[config.mk]
export PLATFORM = sky130hd
export DESIGN_NAME = rtc_calendar_core
export DESIGN_NICKNAME = d
export VERILOG_FILES = /design/src/rtl/rtc_pkg.sv /design/src/rtl/rtc_update_seq.sv /design/src/rtl/rtc_time_step.sv /design/src/rtl/rtc_alarm_match.sv /design/src/rtl/rtc_calendar_core.sv
export SDC_FILE = /design/constraint.sdc
export NUM_CORES = 1
export LEC_CHECK = 0
export ABC_AREA = 1
export BUFFER_PORTS_ARGS = -buffer_cell sky130_fd_sc_hd__buf_2
export CORE_AREA = 3 3 242 125
export CTS_CLUSTER_SIZE = 24
export DETAILED_ROUTE_END_ITERATION = 8
export DIE_AREA = 0 0 245 128
export PLACE_DENSITY_LB_ADDON = 0.1
export SLEW_MARGIN = 25
export SYNTH_ARGS = -nofsm -noshare
export SYNTH_HDL_FRONTEND = slang
export SYNTH_HIERARCHICAL = 1
export SYNTH_SLANG_ARGS = --single-unit
[constraint.sdc]
create_clock -name clk -period 19.4 [get_ports clk]
set_input_delay 0.97 -clock clk [delete_from_list [all_inputs] [get_ports clk]]
set_output_delay 0.97 -clock clk [all_outputs]
set_load 0.005 [all_outputs]
[src/rtl/rtc_pkg.sv]
// Shared definitions for the calendar clock core: register indices,
// control bit positions, the calendar record and the coding helpers.
// Assumes two-digit years and byte-wide fields.
package rtc_pkg;

    localparam int unsigned ADDR_W = 4;
    localparam int unsigned BYTE_W = 8;

    localparam logic [ADDR_W-1:0] IDX_SEC      = 4'd0;
    localparam logic [ADDR_W-1:0] IDX_SEC_ALM  = 4'd1;
    localparam logic [ADDR_W-1:0] IDX_MIN      = 4'd2;
    localparam logic [ADDR_W-1:0] IDX_MIN_ALM  = 4'd3;
    localparam logic [ADDR_W-1:0] IDX_HOUR     = 4'd4;
    localparam logic [ADDR_W-1:0] IDX_HOUR_ALM = 4'd5;
    localparam logic [ADDR_W-1:0] IDX_WDAY     = 4'd6;
    localparam logic [ADDR_W-1:0] IDX_MDAY     = 4'd7;
    localparam logic [ADDR_W-1:0] IDX_MONTH    = 4'd8;
    localparam logic [ADDR_W-1:0] IDX_YEAR     = 4'd9;
    localparam logic [ADDR_W-1:0] IDX_CTL_A    = 4'd10;
    localparam logic [ADDR_W-1:0] IDX_CTL_B    = 4'd11;
    localparam logic [ADDR_W-1:0] IDX_CTL_C    = 4'd12;
    localparam logic [ADDR_W-1:0] IDX_CTL_D    = 4'd13;

    localparam int unsigned BIT_FREEZE = 7;
    localparam int unsigned BIT_BINARY = 2;
    localparam int unsigned BIT_H24    = 1;

    localparam logic [BYTE_W-1:0] CTL_B_RESET = 8'h02;
    localparam logic [BYTE_W-1:0] VALID_BYTE  = 8'h80;

    typedef struct packed {
        logic [BYTE_W-1:0] sec;
        logic [BYTE_W-1:0] min;
        logic [BYTE_W-1:0] hour;
        logic [BYTE_W-1:0] wday;
        logic [BYTE_W-1:0] mday;
        logic [BYTE_W-1:0] month;
        logic [BYTE_W-1:0] year;
    } cal_t;

    // Register byte to plain number (BCD decoded unless binary)
    function automatic logic [7:0] to_num(input logic [7:0] v, input logic bin);
        return bin ? v : (8'(v[7:4]) * 8'd10 + 8'(v[3:0]));
    endfunction

    // Plain number (< 100) to register byte
    function automatic logic [7:0] from_num(input logic [7:0] n, input logic bin);
        return bin ? n : (((n / 8'd10) << 4) | (n % 8'd10));
    endfunction

    // Hours byte to 0..23
    function automatic logic [7:0] hour_to_num(input logic [7:0] v, input logic bin,
                                               input logic h24);
        logic [7:0] h;
        if (h24) begin
            h = to_num(v, bin);
        end else begin
            h = to_num({1'b0, v[6:0]}, bin);
            if (h == 8'd12) h = 8'd0;
            if (v[7]) h = h + 8'd12;
        end
        return h;
    endfunction

    // 0..23 to hours byte
    function automatic logic [7:0] hour_from_num(input logic [7:0] n, input logic bin,
                                                 input logic h24);
        logic [7:0] h;
        logic       pm;
        if (h24) begin
            return from_num(n, bin);
        end
        pm = (n >= 8'd12);
        h  = pm ? (n - 8'd12) : n;
        if (h == 8'd0) h = 8'd12;
        return (pm ? 8'h80 : 8'h00) | from_num(h, bin);
    endfunction

    // Days in a month; low two year bits give the leap rule
    function automatic logic [7:0] days_in(input logic [7:0] m, input logic [1:0] y_lo);
        case (m)
            8'd2:                      return (y_lo == 2'b00) ? 8'd29 : 8'd28;
            8'd4, 8'd6, 8'd9, 8'd11:   return 8'd30;
            default:                   return 8'd31;
        endcase
    endfunction

endpackage

[src/rtl/rtc_update_seq.sv]
// Update sequencer: on a tick it raises the in-progress flag, holds it for
// LEAD cycles and then issues a one-cycle advance strobe as it drops the flag.
// Freeze cancels a waiting update and blocks new ones. Assumes LEAD >= 1.
module rtc_update_seq #(
    parameter int unsigned LEAD = 8
) (
    input  logic clk,
    input  logic rst_n,
    input  logic tick,
    input  logic freeze,
    output logic busy,
    output logic advance
);
    localparam int unsigned CW = $clog2(LEAD) + 1;

    typedef enum logic {ST_IDLE, ST_WAIT} st_t;

    st_t           st_q;
    logic [CW-1:0] cnt_q;

    // Waiting state and lead counter
    always_ff @(posedge clk) begin
        if (!rst_n) begin
            st_q  <= ST_IDLE;
            cnt_q <= '0;
        end else begin
            case (st_q)
                ST_IDLE: if (tick && !freeze) begin
                    st_q  <= ST_WAIT;
                    cnt_q <= CW'(LEAD - 1);
                end
                ST_WAIT: begin
                    if (freeze || cnt_q == '0) st_q <= ST_IDLE;
                    else                       cnt_q <= cnt_q - 1'b1;
                end
                default: st_q <= ST_IDLE;
            endcase
        end
    end

    // Flag and strobe decode
    always_comb begin
        busy    = (st_q == ST_WAIT);
        advance = busy && (cnt_q == '0) && !freeze;
    end

endmodule

[src/rtl/rtc_time_step.sv]
// Combinational one-second step of the calendar record in the selected
// coding and hour format. Out-of-range loaded values wrap at the next carry.
module rtc_time_step
    import rtc_pkg::*;
(
    input  cal_t cur,
    input  logic bin_mode,
    input  logic h24,
    output cal_t nxt
);
    logic [7:0] s, m, h, d, mo, y;
    logic [7:0] ns, nm, nh, nd, nmo, ny, nwd;
    logic       c_min, c_hour, c_day;

    // Decode, carry chain, encode
    always_comb begin
        s  = to_num(cur.sec, bin_mode);
        m  = to_num(cur.min, bin_mode);
        h  = hour_to_num(cur.hour, bin_mode, h24);
        d  = to_num(cur.mday, bin_mode);
        mo = to_num(cur.month, bin_mode);
        y  = to_num(cur.year, bin_mode);

        c_min  = (s >= 8'd59);
        ns     = c_min ? 8'd0 : s + 8'd1;
        c_hour = c_min && (m >= 8'd59);
        nm     = c_min ? (c_hour ? 8'd0 : m + 8'd1) : m;
        c_day  = c_hour && (h >= 8'd23);
        nh     = c_hour ? (c_day ? 8'd0 : h + 8'd1) : h;

        nd  = d;
        nmo = mo;
        ny  = y;
        nwd = cur.wday;
        if (c_day) begin
            if (cur.wday != 8'd0) nwd = (cur.wday >= 8'd7) ? 8'd1 : cur.wday + 8'd1;
            if (d >= days_in(mo, y[1:0])) begin
                nd = 8'd1;
                if (mo >= 8'd12) begin
                    nmo = 8'd1;
                    ny  = (y >= 8'd99) ? 8'd0 : y + 8'd1;
                end else begin
                    nmo = mo + 8'd1;
                end
            end else begin
                nd = d + 8'd1;
            end
        end

        nxt.sec   = from_num(ns, bin_mode);
        nxt.min   = from_num(nm, bin_mode);
        nxt.hour  = hour_from_num(nh, bin_mode, h24);
        nxt.wday  = nwd;
        nxt.mday  = from_num(nd, bin_mode);
        nxt.month = from_num(nmo, bin_mode);
        nxt.year  = from_num(ny, bin_mode);
    end

endmodule

[src/rtl/rtc_alarm_match.sv]
// Compares NF time bytes with their alarm bytes. An alarm byte whose two
// top bits are set is a wildcard. Bytes are compared in register coding.
module rtc_alarm_match #(
    parameter int unsigned NF = 3
) (
    input  logic [NF-1:0][7:0] now_f,
    input  logic [NF-1:0][7:0] alm_f,
    output logic               hit
);
    logic [NF-1:0] fhit;

    for (genvar i = 0; i < NF; i++) begin : g_field
        // Per-field equality or wildcard
        assign fhit[i] = (alm_f[i][7:6] == 2'b11) || (alm_f[i] == now_f[i]);
    end

    assign hit = &fhit;

endmodule

[src/rtl/rtc_calendar_core.sv]
// Calendar clock core: register file, host port, update sequencing and
// pulse outputs. Assumes tick_1hz is a clean one-cycle pulse and that
// UIP_LEAD core cycles stand for the lead time before each update.
module rtc_calendar_core
    import rtc_pkg::*;
#(
    parameter int unsigned UIP_LEAD = 8
) (
    input  logic              clk,
    input  logic              rst_n,
    input  logic              tick_1hz,
    input  logic [ADDR_W-1:0] bus_addr,
    input  logic              bus_wr,
    input  logic [BYTE_W-1:0] bus_wdata,
    output logic [BYTE_W-1:0] bus_rdata,
    output logic              uip_o,
    output logic              upd_done_o,
    output logic              alarm_o
);
    localparam int unsigned N_ALM = 3;

    cal_t              cal_q;
    cal_t              cal_nxt;
    logic [BYTE_W-1:0] alm_sec_q, alm_min_q, alm_hour_q;
    logic [BYTE_W-1:0] ctl_q;
    logic              freeze, bin_mode, h24;
    logic              busy, advance, alm_hit;

    assign freeze   = ctl_q[BIT_FREEZE];
    assign bin_mode = ctl_q[BIT_BINARY];
    assign h24      = ctl_q[BIT_H24];

    rtc_update_seq #(.LEAD(UIP_LEAD)) u_seq (
        .clk     (clk),
        .rst_n   (rst_n),
        .tick    (tick_1hz),
        .freeze  (freeze),
        .busy    (busy),
        .advance (advance)
    );

    rtc_time_step u_step (
        .cur      (cal_q),
        .bin_mode (bin_mode),
        .h24      (h24),
        .nxt      (cal_nxt)
    );

    rtc_alarm_match #(.NF(N_ALM)) u_alm (
        .now_f ({cal_nxt.hour, cal_nxt.min, cal_nxt.sec}),
        .alm_f ({alm_hour_q, alm_min_q, alm_sec_q}),
        .hit   (alm_hit)
    );

    // Time registers: update wins over a host write on the same edge
    always_ff @(posedge clk) begin
        if (!rst_n) begin
            cal_q       <= '0;
            cal_q.mday  <= 8'd1;
            cal_q.month <= 8'd1;
        end else if (advance) begin
            cal_q <= cal_nxt;
        end else if (bus_wr) begin
            case (bus_addr)
                IDX_SEC:   cal_q.sec   <= bus_wdata;
                IDX_MIN:   cal_q.min   <= bus_wdata;
                IDX_HOUR:  cal_q.hour  <= bus_wdata;
                IDX_WDAY:  cal_q.wday  <= bus_wdata;
                IDX_MDAY:  cal_q.mday  <= bus_wdata;
                IDX_MONTH: cal_q.month <= bus_wdata;
                IDX_YEAR:  cal_q.year  <= bus_wdata;
                default: ;
            endcase
        end
    end

    // Alarm and mode registers: host writes only
    always_ff @(posedge clk) begin
        if (!rst_n) begin
            alm_sec_q  <= '0;
            alm_min_q  <= '0;
            alm_hour_q <= '0;
            ctl_q      <= CTL_B_RESET;
        end else if (bus_wr) begin
            case (bus_addr)
                IDX_SEC_ALM:  alm_sec_q  <= bus_wdata;
                IDX_MIN_ALM:  alm_min_q  <= bus_wdata;
                IDX_HOUR_ALM: alm_hour_q <= bus_wdata;
                IDX_CTL_B:    ctl_q      <= bus_wdata;
                default: ;
            endcase
        end
    end

    // Completion and alarm pulses
    always_ff @(posedge clk) begin
        if (!rst_n) begin
            upd_done_o <= 1'b0;
            alarm_o    <= 1'b0;
        end else begin
            upd_done_o <= advance;
            alarm_o    <= advance && alm_hit;
        end
    end

    // Host read mux
    always_comb begin
        case (bus_addr)
            IDX_SEC:      bus_rdata = cal_q.sec;
            IDX_SEC_ALM:  bus_rdata = alm_sec_q;
            IDX_MIN:      bus_rdata = cal_q.min;
            IDX_MIN_ALM:  bus_rdata = alm_min_q;
            IDX_HOUR:     bus_rdata = cal_q.hour;
            IDX_HOUR_ALM: bus_rdata = alm_hour_q;
            IDX_WDAY:     bus_rdata = cal_q.wday;
            IDX_MDAY:     bus_rdata = cal_q.mday;
            IDX_MONTH:    bus_rdata = cal_q.month;
            IDX_YEAR:     bus_rdata = cal_q.year;
            IDX_CTL_A:    bus_rdata = {busy, 7'd0};
            IDX_CTL_B:    bus_rdata = ctl_q;
            IDX_CTL_D:    bus_rdata = VALID_BYTE;
            default:      bus_rdata = '0;
        endcase
    end

    assign uip_o = busy;

endmodule

# Word-level counts from Yosys, hierarchy flattened
# Index checks and enable logic that the tools add are counted.
op_classes:
  addsub: 17
  n_mul: 7
  n_eq_ne: 28
  div_mod_pow: 14
  bitwise_logic: 9
  n_shift: 0
  order_cmp: 8
  mux: 61
  reduce_logical: 38
op_table:
  columns: ["op", "count"]
  rows:
  - ["$mux W8", 49]
  - ["$mux W56", 2]
  - ["$pmux W8 S13", 1]
  - ["$or A8 B8 Y8", 8]
  - ["$add A8 B1 Y8 const B", 7]
  - ["$div A8 B4 Y8 const B", 7]
  - ["$mod A8 B4 Y8 const B", 7]
  - ["$add A8 B4 Y8", 6]
  - ["$mul A4 B3 Y7 const B", 6]
  - ["$eq A8 B4 Y1 const B", 3]
  - ["$eq A8 B8 Y1", 3]
  - ["$reduce_and A2 Y1", 11]
  - ["$eq A4 B4 Y1 const B", 5]
  - ["$eq A4 B3 Y1 const B", 4]
  - ["$eq A8 B3 Y1 const B", 2]
  - ["$ge A8 B4 Y1 const B", 2]
  - ["$ge A8 B6 Y1 const B", 2]
  - ["$pmux W8 S2", 1]
  - ["$reduce_bool A2 Y1", 8]
  - ["$add A7 B4 Y8", 1]
  - ["$add A8 B4 Y8 const B", 1]
  - ["$eq A4 B2 Y1 const B", 2]
  - ["$eq A8 B2 Y1 const B", 1]
  - ["$ge A8 B3 Y1 const B", 1]
  - ["other kinds (25)", 42]
totals:
  inputBits: 16
  romBits: 0
  elab_cells: 197
  out_inout_bits: 11
  mem_bits_rw: 0
  n_memories: 0
  regBits: 95
  latch_bits: 0

# Logic depth before layout (Yosys ltp)
depth:
  word_depth: 27
  mapped_depth: 67
  mapped_depth_nobuf: 66

# Modules after synthesis
# The synthesis kept the hierarchy.
modules_own_cells:
  columns: ["module", "instances", "seq_area_each_um2", "area_per_inst_um2", "cells_each"]
  rows:
  - ["rtc_time_step", 1, 0.0, 7322.0, 1308]
  - ["rtc_calendar_core", 1, 1801.7, 4616.9, 719]
  - ["rtc_alarm_match", 1, 0.0, 382.9, 78]
  - ["rtc_update_seq", 1, 100.1, 350.3, 43]

# Worst setup path before layout
# No wires, ideal clock.
synth_path:
  path_kind: "register to register"
  start: "register cal_q[53] (netlist name)"
  end: "register alarm_o"
  path_stages_with_launch: 62
  arrival_ps: 6556
  setup_time_ps: 65
  t_required_ps: 19335
  n_path_buf: 0
  setup_slack_ps: 12779
  synth_period_minus_slack_ps: 6621
  path_cell_list: "dfxtp_1 -> ha_1 -> ha_1 -> fa_1 -> nand2_1 -> inv_1 -> nand4_1 -> nand3b_1 -> nand2_1 -> nand3_1 -> nand2_1 -> nand2_2 -> nand2_4 -> inv_4 -> nand4_1 -> nand2_1 -> inv_1 -> nand2_2 -> [26 not listed] -> inv_1 -> nand3_1 -> nand2_1 -> nand2_1 -> nand2_1 -> nand2_1 -> nand2_1 -> nand2_1 -> nand2_1 -> nand2_1 -> xor2_1 -> nor2_1 -> nand2_1 -> nor2_1 -> nor2_1 -> nor2_1 -> inv_1 -> nor2_1"
synth_lines:
  columns: ["element", "line", "text"]
  rows:
  - ["start: declaration", "rtc_calendar_core.sv:22", "cal_t cal_q;"]
  - ["start signal: assignment", "rtc_calendar_core.sv:62", "cal_q <= cal_nxt;"]
  - ["end signal: assignment", "rtc_calendar_core.sv:102", "alarm_o <= advance && alm_hit;"]
  - ["end: declaration", "rtc_calendar_core.sv:18", "output logic alarm_o"]

==> summary.md <==
| Metric | Value |
|---|---|
| Syn_area_per_cell | 5.90 sq um |
| Leakage power | 6.71 nW |
| Compound-gate portion of the synthesized area | about an eighth |
| Routed WL per cell | 15.2 um |
| Most frequent cells in the layout | nand2_1, inv_1, nand3_1 |
| Synth Area in Simple Gates | 47.1% |
| Rows | 43 |
| Area share of fa/ha/maj cells after synthesis | under 10% |
| Rel. slew slack | 38.9% |
| CP max FO | 11 |
| Worst-Margin Slew | 0.916 ns |
| Ys flop type | dfxtp_1 |
| Worst setup EP type | flip-flop |
| Number of global-route vias before repair | 11899 |
| Via count | 13153 |
| RSZ-0062 raised after global routing | no |
| Crit-path most repeated cell | nand2_1 |
| Syn Nets | about 2300 |
| Final worst-path setup slack | 11.49 ns |
| Largest family of logic cells by synthesized area | simple AND/OR/NAND/NOR gates |
| Clock transition at path regs | ~0.070 ns |
| Die area | approximately 31000 sq um |
| Max-cap violations | 0 |
| Worst r2r dst | alarm_o |
| Final #Nets | between 2000 and 2500 |
| Total clock sinks | 95 |
| Die X | ~250 um |
| WHS Endpoint | ctl_q[4] |
| Multiplexer share of the synthesized area | less than 1% |
| Slew Limit Fails | 0 |
| GRT Total Usage | about 24% |
| Routability cong. | between 0.8 and 0.9 |
| Seq cells post-synth | 95 |
| Final period util | 40.8% |
| Worst Hold Class | flip-flop to flip-flop |
| DRT antenna net count | 0 |
| Area grow syn2layout | 4.94% |
| First-pass GRT wire length | approximately 62000 um |
| Final-report setup violation count | 0 |
| Max incr delay on CP | approximately 0.6 ns |
| Final TNS setup | 0 ns |
| Startpoint Class | flip-flop |
| Core box area | between 20000 and 30000 sq um |
| R2R cell count | 62 |
| CP required | about 20 ns |
| Layout cell share with drive strength beyond 1 | between 10% and 20% |
| Layout Skew | approximately 0.008 ns |
| Final hold vios | 0 |
| Die Y | around 130 um |
| Final min period | slightly below 8 ns |
| Ys async rst share | 0% |
| Synth cell types | 64 |
| Vias per inst | ~5.2 |
| Hold depth | 2 |
| Yosys warns | 6 |
| Hold_sp | ctl_q[4] |
| Util after Layout | between 40% and 50% |
| CTS root buffer | clkbuf_16 |
| Largest net degree at the start of global routing | 99 |
| GRT overflow | 0 |
| Crit-path slowest cell | fa_1 |
| WL final | about 38000 um |
| Synthesized area | between 10000 and 15000 sq um |
| # resized after CTS | 0 |
| Post-detail-place hpwl | between 20000 and 30000 um |
| H-tree level count | 3 |
| CTS tree | built |
| N_diodes | 0 |
| Pwr Total | 0.00134 W |
| Pre-CTS WS | ~12 ns |
| EDFF count, synth | 0 |
| PwrDens | between 100 and 150 nW/um^2 |
| Post-CTS Setup Repair Bufs | 0 |
| Outcome | finished, final reports clean |
| Fmax | 126 MHz |
| Worst r2r src | cal_q[53] |
| VDD IR max | between 0.0001 and 0.00015 V |
| Initial antenna violation count | 0 |
| DRT Pass-1 Iters | 5 |
| Post-Synth XOR/XNOR Area | 4.59% |
| Commonest non-fill, non-tap cell in the layout | nand2_1 |
| CTS buffer count | 9 |
| Io pins | 27 |
| Hold WS | around 0.47 ns |
| Clock buffer depth | 2 |
| # DRC | 0 |
| CP Class | flip-flop to flip-flop |
| # hold bufs at CTS | 0 |
| R2r setup slk | 11.49 ns |
| Crit path arrival time | about 8.2 ns |
| Mapped Cells | between 2000 and 2500 |
| Starting density of the core | 45.4% |
| Skew-Pair Late Insertion Delay | between 0.3 and 0.4 ns |
| Drt initial violations | about 990 |
| Number of I/O port buffers | 26 |
| Share of the yosys chip area belonging to registers | ~15% |
## critical path, delay by kind of cell, from the launching register on
family,cells,cell delay (ns)
buffers and inverters,11,0.91
flip-flops,1,0.49
adder cells (fa/ha/maj),7,2.01
AND/OR/NAND/NOR,43,4.25
XOR/XNOR,1,0.16
## cell usage after synthesis, drive strengths merged, types with 12 or more instances
library cell  number  area share (%)
xnor2             22             1.5
clkbuf            21            0.65
nand2            815              27
nor2             188             7.2
inv              247             7.4
o21ai            126             5.5
fa                12             1.9
or2               15            0.76
ha                80             7.9
a21oi            136             5.7
dfxtp             95              15
buf               34             1.9
nand3            219             9.4
nand4             34             1.8
xor2              41             2.9
## state kept, by name, indices dropped and copies added (netlist names)
register,flops
alarm_o,1
ctl_q,8
alm_min_q,8
alm_hour_q,8
upd_done_o,1
u_seq/cnt_q,4
u_seq/busy,1
alm_sec_q,8
cal_q,56
## worst max-delay path by stage
stage	startpoint	endpoint	slack (ns)	cells after the start
final	cal_q[53]	alarm_o	11.49	62
after global routing	cal_q[53]	alarm_o	10.52	61
after CTS	cal_q[53]	alarm_o	11.49	62
after detailed placement	cal_q[53]	alarm_o	11.52	62
after global placement	cal_q[53]	alarm_o	11.56	62
after floorplan	cal_q[53]	alarm_o	12.78	61
## per-stage QoR
step / area [sq um] / cells
3_3_place_gp: 13000 / 2506
4_1_cts: 13300 / 2521
2_1_floorplan: 12700 / 2148
6_report: 13300 / 2521
5_1_grt: 13300 / 2521
3_5_place_dp: 13000 / 2506
## cell families (layout without fill, tap and decap cells)
| group | count (synthesis) | after routing |
|---|---|---|
| AOI/OAI and AO/OA | 293 | 293 |
| adders and majority gates | 92 | 92 |
| and+or+nand+nor | 1296 | 1296 |
| DFF | 95 | 95 |
| buffers and inverters | 307 | 298 |
| muxes | 1 | 1 |
| xor gates and xnor gates | 64 | 64 |
## layer usage
layer	global-route usage [%]	routed length, um	vias up
met5	0	0	-
met4	4.99	582	0
met3	2.01	1910	37
met2	40.8	17100	313
met1	34.7	18600	5932
li1	-	-	6871
## report_power, final
| group | switching, W | internal [W] | leakage (nW) |
|---|---|---|---|
| combinational | 0.000615 | 0.000313 | 5.79 |
| sequential | 0.0000198 | 0.000207 | 0.772 |
| clock | 0.0000843 | 0.000100 | 0.146 |
## cell type report
| type | instances | area, sq um |
|---|---|---|
| Timing Repair Buffer | 31 | 168 |
| Sequential cell | 95 | 1900 |
| Clock inverter | 6 | 66.3 |
| Clock buffer | 9 | 225 |
| Inverter | 252 | 972 |
| Multi-Input combinational cell | 1746 | 9490 |
| Tap cell | 382 | 478 |
| Fill cell | 3013 | 14600 |
(Power assumes the default switching activity.)
